===== config.mk =====
export PLATFORM = sky130hd
export DESIGN_NAME = adc_scan_ctrl
export DESIGN_NICKNAME = d
export VERILOG_FILES = /design/src/rtl/adc_scan_pkg.sv /design/src/rtl/adc_sar_engine.sv /design/src/rtl/adc_result_bank.sv /design/src/rtl/adc_scan_ctrl.sv
export SDC_FILE = /design/constraint.sdc
export NUM_CORES = 1
export LEC_CHECK = 0
export BUFFER_PORTS_ARGS = -buffer_cell sky130_fd_sc_hd__buf_4
export CAP_MARGIN = 20
export CORE_MARGIN = 1.5
export CORE_UTILIZATION = 60
export DETAILED_ROUTE_END_ITERATION = 12
export GPL_TIMING_DRIVEN = 0
export PLACE_DENSITY = 0.79
export SLEW_MARGIN = 20
export SYNTH_ARGS = -nofsm -noshare
export SYNTH_HDL_FRONTEND = slang
export SYNTH_HIERARCHICAL = 1
export SYNTH_SLANG_ARGS = --single-unit

===== constraint.sdc =====
create_clock -name clk -period 4.3 [get_ports clk]
set_clock_uncertainty 0.05 [all_clocks]
set_input_delay 0.86 -clock clk [delete_from_list [all_inputs] [get_ports clk]]
set_output_delay 0.86 -clock clk [all_outputs]
set_load 0.02 [all_outputs]

===== src/rtl/adc_scan_pkg.sv =====
package adc_scan_pkg;

    // Conversion engine phases
    typedef enum logic [1:0] {
        ENG_IDLE   = 2'd0,
        ENG_SAMPLE = 2'd1,
        ENG_TRIAL  = 2'd2,
        ENG_DONE   = 2'd3
    } eng_state_e;

    // Control register bit positions that do not depend on parameters
    localparam int unsigned CTRL_START_BIT = 0;
    localparam int unsigned CTRL_SCAN_BIT  = 1;
    localparam int unsigned CTRL_CONT_BIT  = 2;
    localparam int unsigned CTRL_CH_LSB    = 4;

    localparam int unsigned STAT_FLAG_BIT  = 0;
    localparam int unsigned STAT_BUSY_BIT  = 1;

endpackage


===== src/rtl/adc_sar_engine.sv =====
module adc_sar_engine
    import adc_scan_pkg::*;
#(
    parameter int unsigned RES_W = 10,
    parameter int unsigned CNT_W = 8
) (
    input  logic             clk,
    input  logic             rst_n,
    input  logic             go_i,
    input  logic [CNT_W-1:0] sample_len_i,
    input  logic [CNT_W-1:0] trial_len_i,
    input  logic             cmp_i,
    output logic             sh_strobe_o,
    output logic [RES_W-1:0] dac_code_o,
    output logic             done_o,
    output logic [RES_W-1:0] result_o
);

    localparam int unsigned BIT_W = $clog2(RES_W);
    localparam logic [BIT_W-1:0] TOP_BIT = BIT_W'(RES_W - 1);

    typedef struct packed {
        eng_state_e       st;
        logic [CNT_W-1:0] cnt;
        logic [BIT_W-1:0] bitp;
        logic [RES_W-1:0] acc;
    } eng_regs_t;

    eng_regs_t        r_q, r_d;
    logic [RES_W-1:0] probe;
    logic [CNT_W-1:0] sample_reload;
    logic [CNT_W-1:0] trial_reload;

    always_comb begin
        probe         = r_q.acc | (RES_W'(1) << r_q.bitp);
        sample_reload = (sample_len_i == '0) ? '0 : sample_len_i - CNT_W'(1);
        trial_reload  = (trial_len_i  == '0) ? '0 : trial_len_i  - CNT_W'(1);

        r_d = r_q;
        unique case (r_q.st)
            ENG_IDLE: begin
                if (go_i) begin
                    r_d.st  = ENG_SAMPLE;
                    r_d.cnt = sample_reload;
                    r_d.acc = '0;
                end
            end
            ENG_SAMPLE: begin
                if (r_q.cnt == '0) begin
                    r_d.st   = ENG_TRIAL;
                    r_d.bitp = TOP_BIT;
                    r_d.cnt  = trial_reload;
                end else begin
                    r_d.cnt = r_q.cnt - CNT_W'(1);
                end
            end
            ENG_TRIAL: begin
                if (r_q.cnt == '0) begin
                    if (cmp_i) begin
                        r_d.acc = probe;
                    end
                    if (r_q.bitp == '0) begin
                        r_d.st = ENG_DONE;
                    end else begin
                        r_d.bitp = r_q.bitp - BIT_W'(1);
                        r_d.cnt  = trial_reload;
                    end
                end else begin
                    r_d.cnt = r_q.cnt - CNT_W'(1);
                end
            end
            ENG_DONE: begin
                r_d.st = ENG_IDLE;
            end
            default: begin
                r_d.st = ENG_IDLE;
            end
        endcase
    end

    always_ff @(posedge clk or negedge rst_n) begin
        if (!rst_n) begin
            r_q <= '0;
        end else begin
            r_q <= r_d;
        end
    end

    assign sh_strobe_o = (r_q.st == ENG_SAMPLE);
    assign dac_code_o  = (r_q.st == ENG_TRIAL) ? probe : '0;
    assign done_o      = (r_q.st == ENG_DONE);
    assign result_o    = r_q.acc;

    AST_TRIAL_AFTER_SAMPLE: assert property (@(posedge clk) disable iff (!rst_n)
        (r_q.st == ENG_TRIAL && $past(r_q.st) != ENG_TRIAL) |-> $past(sh_strobe_o));

    AST_PROBE_HELD_IN_TRIAL: assert property (@(posedge clk) disable iff (!rst_n)
        (r_q.st == ENG_TRIAL && $past(r_q.st) == ENG_TRIAL && $past(r_q.cnt) != '0)
        |-> $stable(dac_code_o));

    AST_DONE_AFTER_TRIALS: assert property (@(posedge clk) disable iff (!rst_n)
        done_o |-> ($past(r_q.st) == ENG_TRIAL));

endmodule


===== src/rtl/adc_result_bank.sv =====
module adc_result_bank #(
    parameter int unsigned NCH   = 8,
    parameter int unsigned RES_W = 10
) (
    input  logic                   clk,
    input  logic                   rst_n,
    input  logic                   wr_en_i,
    input  logic [$clog2(NCH)-1:0] wr_idx_i,
    input  logic [RES_W-1:0]       wr_data_i,
    input  logic [$clog2(NCH)-1:0] rd_idx_i,
    output logic [RES_W-1:0]       rd_data_o
);

    logic [RES_W-1:0] slot_q [NCH];

    for (genvar g = 0; g < NCH; g++) begin : g_slot
        logic             hit;
        logic [RES_W-1:0] slot_d;

        always_comb begin
            hit    = wr_en_i && (wr_idx_i == g[$clog2(NCH)-1:0]);
            slot_d = hit ? wr_data_i : slot_q[g];
        end

        always_ff @(posedge clk or negedge rst_n) begin
            if (!rst_n) begin
                slot_q[g] <= '0;
            end else begin
                slot_q[g] <= slot_d;
            end
        end

        AST_SLOT_RETAINED: assert property (@(posedge clk) disable iff (!rst_n)
            !(wr_en_i && wr_idx_i == g[$clog2(NCH)-1:0]) |=> $stable(slot_q[g]));
    end

    assign rd_data_o = slot_q[rd_idx_i];

endmodule


===== src/rtl/adc_scan_ctrl.sv =====
module adc_scan_ctrl
    import adc_scan_pkg::*;
#(
    parameter int unsigned NCH    = 8,
    parameter int unsigned RES_W  = 10,
    parameter int unsigned CNT_W  = 8,
    parameter int unsigned DATA_W = 16,
    parameter int unsigned ADDR_W = $clog2(NCH) + 1
) (
    input  logic                   clk,
    input  logic                   rst_n,
    input  logic                   bus_wr,
    input  logic                   bus_rd,
    input  logic [ADDR_W-1:0]      bus_addr,
    input  logic [DATA_W-1:0]      bus_wdata,
    output logic [DATA_W-1:0]      bus_rdata,
    output logic [$clog2(NCH)-1:0] mux_sel,
    output logic                   sh_strobe,
    output logic [RES_W-1:0]       dac_code,
    input  logic                   cmp_in,
    output logic                   busy,
    output logic                   irq
);

    localparam int unsigned CH_W    = $clog2(NCH);
    localparam int unsigned IRQ_BIT = CTRL_CH_LSB + CH_W;
    localparam logic [ADDR_W-1:0] A_CTRL   = ADDR_W'(0);
    localparam logic [ADDR_W-1:0] A_TIMING = ADDR_W'(1);
    localparam logic [ADDR_W-1:0] A_STATUS = ADDR_W'(2);

    typedef struct packed {
        logic              busy;
        logic              launch;
        logic [CH_W-1:0]   ch;
        logic              scan;
        logic [CH_W-1:0]   last;
        logic              cfg_scan;
        logic              cfg_cont;
        logic [CH_W-1:0]   cfg_ch;
        logic              irq_en;
        logic [CNT_W-1:0]  sample_len;
        logic [CNT_W-1:0]  trial_len;
        logic              flag;
        logic [DATA_W-1:0] rdata;
    } ctl_regs_t;

    ctl_regs_t        r_q, r_d;
    logic             eng_done;
    logic [RES_W-1:0] eng_result;
    logic [RES_W-1:0] bank_rdata;
    logic [DATA_W-1:0] ctrl_view;
    logic [DATA_W-1:0] stat_view;
    logic [DATA_W-1:0] time_view;

    always_comb begin
        ctrl_view                        = '0;
        ctrl_view[CTRL_SCAN_BIT]         = r_q.cfg_scan;
        ctrl_view[CTRL_CONT_BIT]         = r_q.cfg_cont;
        ctrl_view[CTRL_CH_LSB +: CH_W]   = r_q.cfg_ch;
        ctrl_view[IRQ_BIT]               = r_q.irq_en;

        stat_view                        = '0;
        stat_view[STAT_FLAG_BIT]         = r_q.flag;
        stat_view[STAT_BUSY_BIT]         = r_q.busy;

        time_view                        = '0;
        time_view[CNT_W-1:0]             = r_q.sample_len;
        time_view[2*CNT_W-1:CNT_W]       = r_q.trial_len;
    end

    always_comb begin
        r_d        = r_q;
        r_d.launch = 1'b0;

        // register writes
        if (bus_wr) begin
            if (bus_addr == A_CTRL) begin
                r_d.cfg_scan = bus_wdata[CTRL_SCAN_BIT];
                r_d.cfg_cont = bus_wdata[CTRL_CONT_BIT];
                r_d.cfg_ch   = bus_wdata[CTRL_CH_LSB +: CH_W];
                r_d.irq_en   = bus_wdata[IRQ_BIT];
                if (bus_wdata[CTRL_START_BIT] && !r_q.busy) begin
                    r_d.busy   = 1'b1;
                    r_d.launch = 1'b1;
                    r_d.scan   = bus_wdata[CTRL_SCAN_BIT];
                    r_d.last   = bus_wdata[CTRL_CH_LSB +: CH_W];
                    r_d.ch     = bus_wdata[CTRL_SCAN_BIT] ? '0
                                                          : bus_wdata[CTRL_CH_LSB +: CH_W];
                end
            end else if (bus_addr == A_TIMING) begin
                r_d.sample_len = bus_wdata[CNT_W-1:0];
                r_d.trial_len  = bus_wdata[2*CNT_W-1:CNT_W];
            end else if (bus_addr == A_STATUS) begin
                if (bus_wdata[STAT_FLAG_BIT]) begin
                    r_d.flag = 1'b0;
                end
            end
        end

        // sequencing on conversion completion (flag set wins over clear)
        if (eng_done && r_q.busy) begin
            if (r_q.scan && (r_q.ch != r_q.last)) begin
                r_d.ch     = r_q.ch + CH_W'(1);
                r_d.launch = 1'b1;
            end else if (r_q.scan && r_q.cfg_cont) begin
                r_d.ch     = '0;
                r_d.launch = 1'b1;
                r_d.flag   = 1'b1;
            end else begin
                r_d.busy = 1'b0;
                r_d.flag = 1'b1;
            end
        end

        // registered read port
        if (bus_rd) begin
            if (bus_addr[ADDR_W-1]) begin
                r_d.rdata = DATA_W'(bank_rdata);
            end else if (bus_addr == A_CTRL) begin
                r_d.rdata = ctrl_view;
            end else if (bus_addr == A_TIMING) begin
                r_d.rdata = time_view;
            end else if (bus_addr == A_STATUS) begin
                r_d.rdata = stat_view;
            end else begin
                r_d.rdata = '0;
            end
        end
    end

    always_ff @(posedge clk or negedge rst_n) begin
        if (!rst_n) begin
            r_q <= '0;
        end else begin
            r_q <= r_d;
        end
    end

    adc_sar_engine #(
        .RES_W (RES_W),
        .CNT_W (CNT_W)
    ) u_engine (
        .clk          (clk),
        .rst_n        (rst_n),
        .go_i         (r_q.launch),
        .sample_len_i (r_q.sample_len),
        .trial_len_i  (r_q.trial_len),
        .cmp_i        (cmp_in),
        .sh_strobe_o  (sh_strobe),
        .dac_code_o   (dac_code),
        .done_o       (eng_done),
        .result_o     (eng_result)
    );

    adc_result_bank #(
        .NCH   (NCH),
        .RES_W (RES_W)
    ) u_bank (
        .clk       (clk),
        .rst_n     (rst_n),
        .wr_en_i   (eng_done && r_q.busy),
        .wr_idx_i  (r_q.ch),
        .wr_data_i (eng_result),
        .rd_idx_i  (bus_addr[CH_W-1:0]),
        .rd_data_o (bank_rdata)
    );

    assign bus_rdata = r_q.rdata;
    assign mux_sel   = r_q.ch;
    assign busy      = r_q.busy;
    assign irq       = r_q.flag && r_q.irq_en;

    AST_IDLE_QUIET: assert property (@(posedge clk) disable iff (!rst_n)
        !r_q.busy |-> (!sh_strobe && dac_code == '0));

    AST_MUX_HELD_WHILE_SAMPLING: assert property (@(posedge clk) disable iff (!rst_n)
        (sh_strobe && $past(sh_strobe)) |-> $stable(mux_sel));

    AST_SCAN_WITHIN_LAST: assert property (@(posedge clk) disable iff (!rst_n)
        (r_q.busy && r_q.scan) |-> (r_q.ch <= r_q.last));

    AST_FLAG_ONLY_ON_DONE: assert property (@(posedge clk) disable iff (!rst_n)
        (r_q.flag && !$past(r_q.flag)) |-> $past(eng_done));

endmodule


==> impl_results.md <==
- Total power: 4.615 mW
- CTS Sinks: 152
- Seq/Total Area, Yosys: 47.34%
- Post-synth ARST share: 100.0%
- LEAKAGE: 4.516 nW
- Die ar.: 14090 µm²
- Met2 Track Usage GR: 43.82%
- Initial DRC count: 467
- CP delay by family, top: buffers and inverters
- Vias: 5407
- Top FF cell, synth: dfrtp_1
- Slew Limit Headroom: 40.40%
- Die W: 118.7 µm
- Worst VDD drop: 310.4 µV
- R2R depth: 7
- Detailed Place HPWL: 12140 µm
- Mapped Nets: 675
- DRC viols: 0
- Layout cell share with drive strength beyond 1: 39.28%
- Cts hold-fix bufs: 0
- Worst Max-Slew Pin Slew: 0.8880 ns
- Mapped Cells: 634
- Type of the worst min-delay path: in -> async
- FP Rows: 42
- Worst path max stage delay: 0.46 ns
- Slew Viols, Final: 0
- WP data required: 3.39 ns
- Core region area: 13140 µm²
- CP most frequent cell: buf_4
- Clk Latency, worst-skew pair: 0.42 ns
- CP max FO: 10
- Wire per inst: 20.04 µm
- Starting Density: 61.15%
- Slowest CP cell: buf_1
- Total grt overflow: 0
- Levels on crit path: 7
- Die H: 118.7 µm
- First-pass GRT wire length: 29040 µm
- Post-Syn Area: 8034 µm²
- CTS tree: built
- M1 GR Usage: 34.23%
- Buffers on Ports: 56
- Max Freq: 301.7 MHz
- Setup violations, final: 0
- Arrival @ worst endpoint: 2.40 ns
- Buf+Inv Stages, Crit Path: 5
- Status: finished, final reports clean
- GRT busiest layer: met2
- CTS buffer count: 17
- Setup TNS: 0 ns
- Largest net degree at the start of global routing: 104
- Type of the worst setup path: reg -> out
- Area growth syn-to-layout: 15.46%
- Minimum clock period: 3.314 ns
- Critical path launch point type: register
- Fillers: 914
- Max Cap Viol: 0
- Clock slew at reported path FFs: 0.06 ns
- Net count, final: 751
- Via density: 6.014
- Syn Area/Cell: 12.67 µm²
- Initial antenna violation count: 0
- CTS Buffer Depth: 2
- GR Util All Layers: 26.79%
- Worst setup EP type: primary output
- Post-CTS setup buffers: 0
- Ys Warns: 6
- Io pins: 57
- Clk root buf: clkbuf_16
- Total Wirelength: 18020 µm
- Clock H-tree levels: 4
- Routability-driven placement congestion ratio: 0.8405
- First-pass DRT Iterations: 5
- Crit share post-route: 77.08%
- ANT cells: 0
- Met3 Use GR: 5.695%
- CTS resizes: 0
- Antenna-violating nets left: 0
- Vias in the first global route: 5579
- Yosys cell types: 63
- RSZ-0062 raised after global routing: no
- Final hold vios: 0
- Pwr/cell area: 497.5 nW/µm²
- Register bit total from synthesis: 152
- CP cell instances: inv_1, ha_1, clkbuf_1, buf_1, o21a_1, buf_4, buf_4
- Number of flops mapped to enable cells by yosys: 0
-- placed cells by master (no fill, tap or decap), types with 12 or more instances in the layout --
cell type / count
buf_4: 94
nor2_1: 29
nor2b_1: 12
inv_1: 22
a21oi_1: 16
mux2_2: 118
nand2_1: 28
dfrtp_1: 152
clkbuf_16: 17
ha_1: 16
o21ai_0: 14
mux4_1: 20
-- cell type report --
cell class | count | area (µm²) | area share [%]
clock inverter | 11 | 96.34 | 1.039
multi-input combinational | 396 | 3719 | 40.09
inverter | 22 | 82.58 | 0.8902
buffer | 64 | 429.2 | 4.626
sequential | 152 | 3804 | 41.00
clock buffer | 21 | 470.5 | 5.071
tap | 176 | 220.2 | 2.374
timing repair buffer | 57 | 455.4 | 4.910
-- synthesized netlist by cell type (2+ instances only) --
library cell | count | share of area [%]
a41oi_1 | 5 | 0.55
or3_1 | 2 | 0.16
nor3b_1 | 9 | 0.84
a22oi_1 | 11 | 1.0
a31oi_1 | 8 | 0.62
ha_1 | 16 | 2.5
mux2_2 | 118 | 17
inv_1 | 22 | 1.0
nand2_1 | 28 | 1.3
buf_2 | 10 | 0.62
nor4_1 | 2 | 0.16
nand2b_1 | 2 | 0.16
and3_1 | 2 | 0.16
nand4b_1 | 3 | 0.33
and4bb_2 | 3 | 0.47
nand3b_1 | 2 | 0.19
buf_1 | 2 | 0.093
mux2_4 | 10 | 1.9
xor2_1 | 7 | 0.76
or4_1 | 4 | 0.37
nor2_1 | 29 | 1.4
o31ai_1 | 3 | 0.28
mux4_1 | 20 | 6.5
and2_1 | 2 | 0.16
nor4_4 | 2 | 0.53
clkbuf_1 | 9 | 0.42
o21ai_0 | 14 | 0.87
o22ai_1 | 7 | 0.55
o211ai_1 | 3 | 0.28
a22o_1 | 3 | 0.33
buf_4 | 39 | 3.6
nor2b_1 | 12 | 0.93
o21a_1 | 8 | 0.75
nor3_1 | 2 | 0.12
mux2i_1 | 4 | 0.50
dfrtp_1 | 152 | 47
nand3_1 | 10 | 0.62
buf_6 | 4 | 0.56
xnor2_1 | 5 | 0.55
o2bb2ai_1 | 2 | 0.22
a21oi_1 | 16 | 1.0
-- layer usage --
metal / up-vias / wire, µm
met4: 0 / 622
met2: 157 / 9000
met1: 2771 / 7504
met5: - / 0
li1: 2448 / -
met3: 31 / 893
-- per-stage QoR --
stage | utilization (%) | hold slack, ns | instance area, µm² | setup WS (ns) | std cells
floorplan | - | 0.4204 | 8034 | 1.914 | 634
global placement | 66.03 | 0.4282 | 8675 | 1.542 | 866
detailed placement | 66.30 | 0.4358 | 8710 | 1.489 | 867
CTS | 70.61 | 0.3011 | 9276 | 1.022 | 899
global route | 70.61 | 0.3137 | 9276 | 0.9105 | 899
finish | 70.61 | 0.2981 | 9276 | 0.9858 | 899
-- final timing paths --
path / slack, ns / start / end
max in group asynchronous: 3.08 / rst_n / u_bank/slot_q[14]
hold / removal: 0.30 / rst_n / u_engine/r_q[18]
setup / recovery: 0.99 / u_engine/r_q[22] / dac_code[8]
setup reg to reg: 1.79 / u_engine/r_q[10] / u_engine/r_q[18]
min in group clk: 0.45 / u_bank/slot_q[66] / u_bank/slot_q[66]
hold reg to reg: 0.45 / u_bank/slot_q[66] / u_bank/slot_q[66]
-- state kept, by name (all words and copies together), names as in the netlist --
register and cells:
bus_rdata 16, busy 1, ctrl_view 6, u_bank/slot_q 80, r_q 22, u_engine/r_q 14
u_engine/result_o 10, mux_sel 3
-- power by group --
part           internal (mW)  switching, mW  total (mW)
clock network          0.838          0.581        1.42
registers               1.61          0.251        1.86
logic                  0.624          0.713        1.34
total                   3.07           1.54        4.62
-- cells by family after synthesis --
kind of cell | Yosys count | synth area share [%]
simple gates | 125 | 9.282
flops | 152 | 47.34
mux | 153 | 25.59
fa+ha+maj | 16 | 2.492
buf+inv | 86 | 6.370
compound gates | 90 | 7.616
xor+xnor | 12 | 1.308
Power figures use the tool's default switching activity.
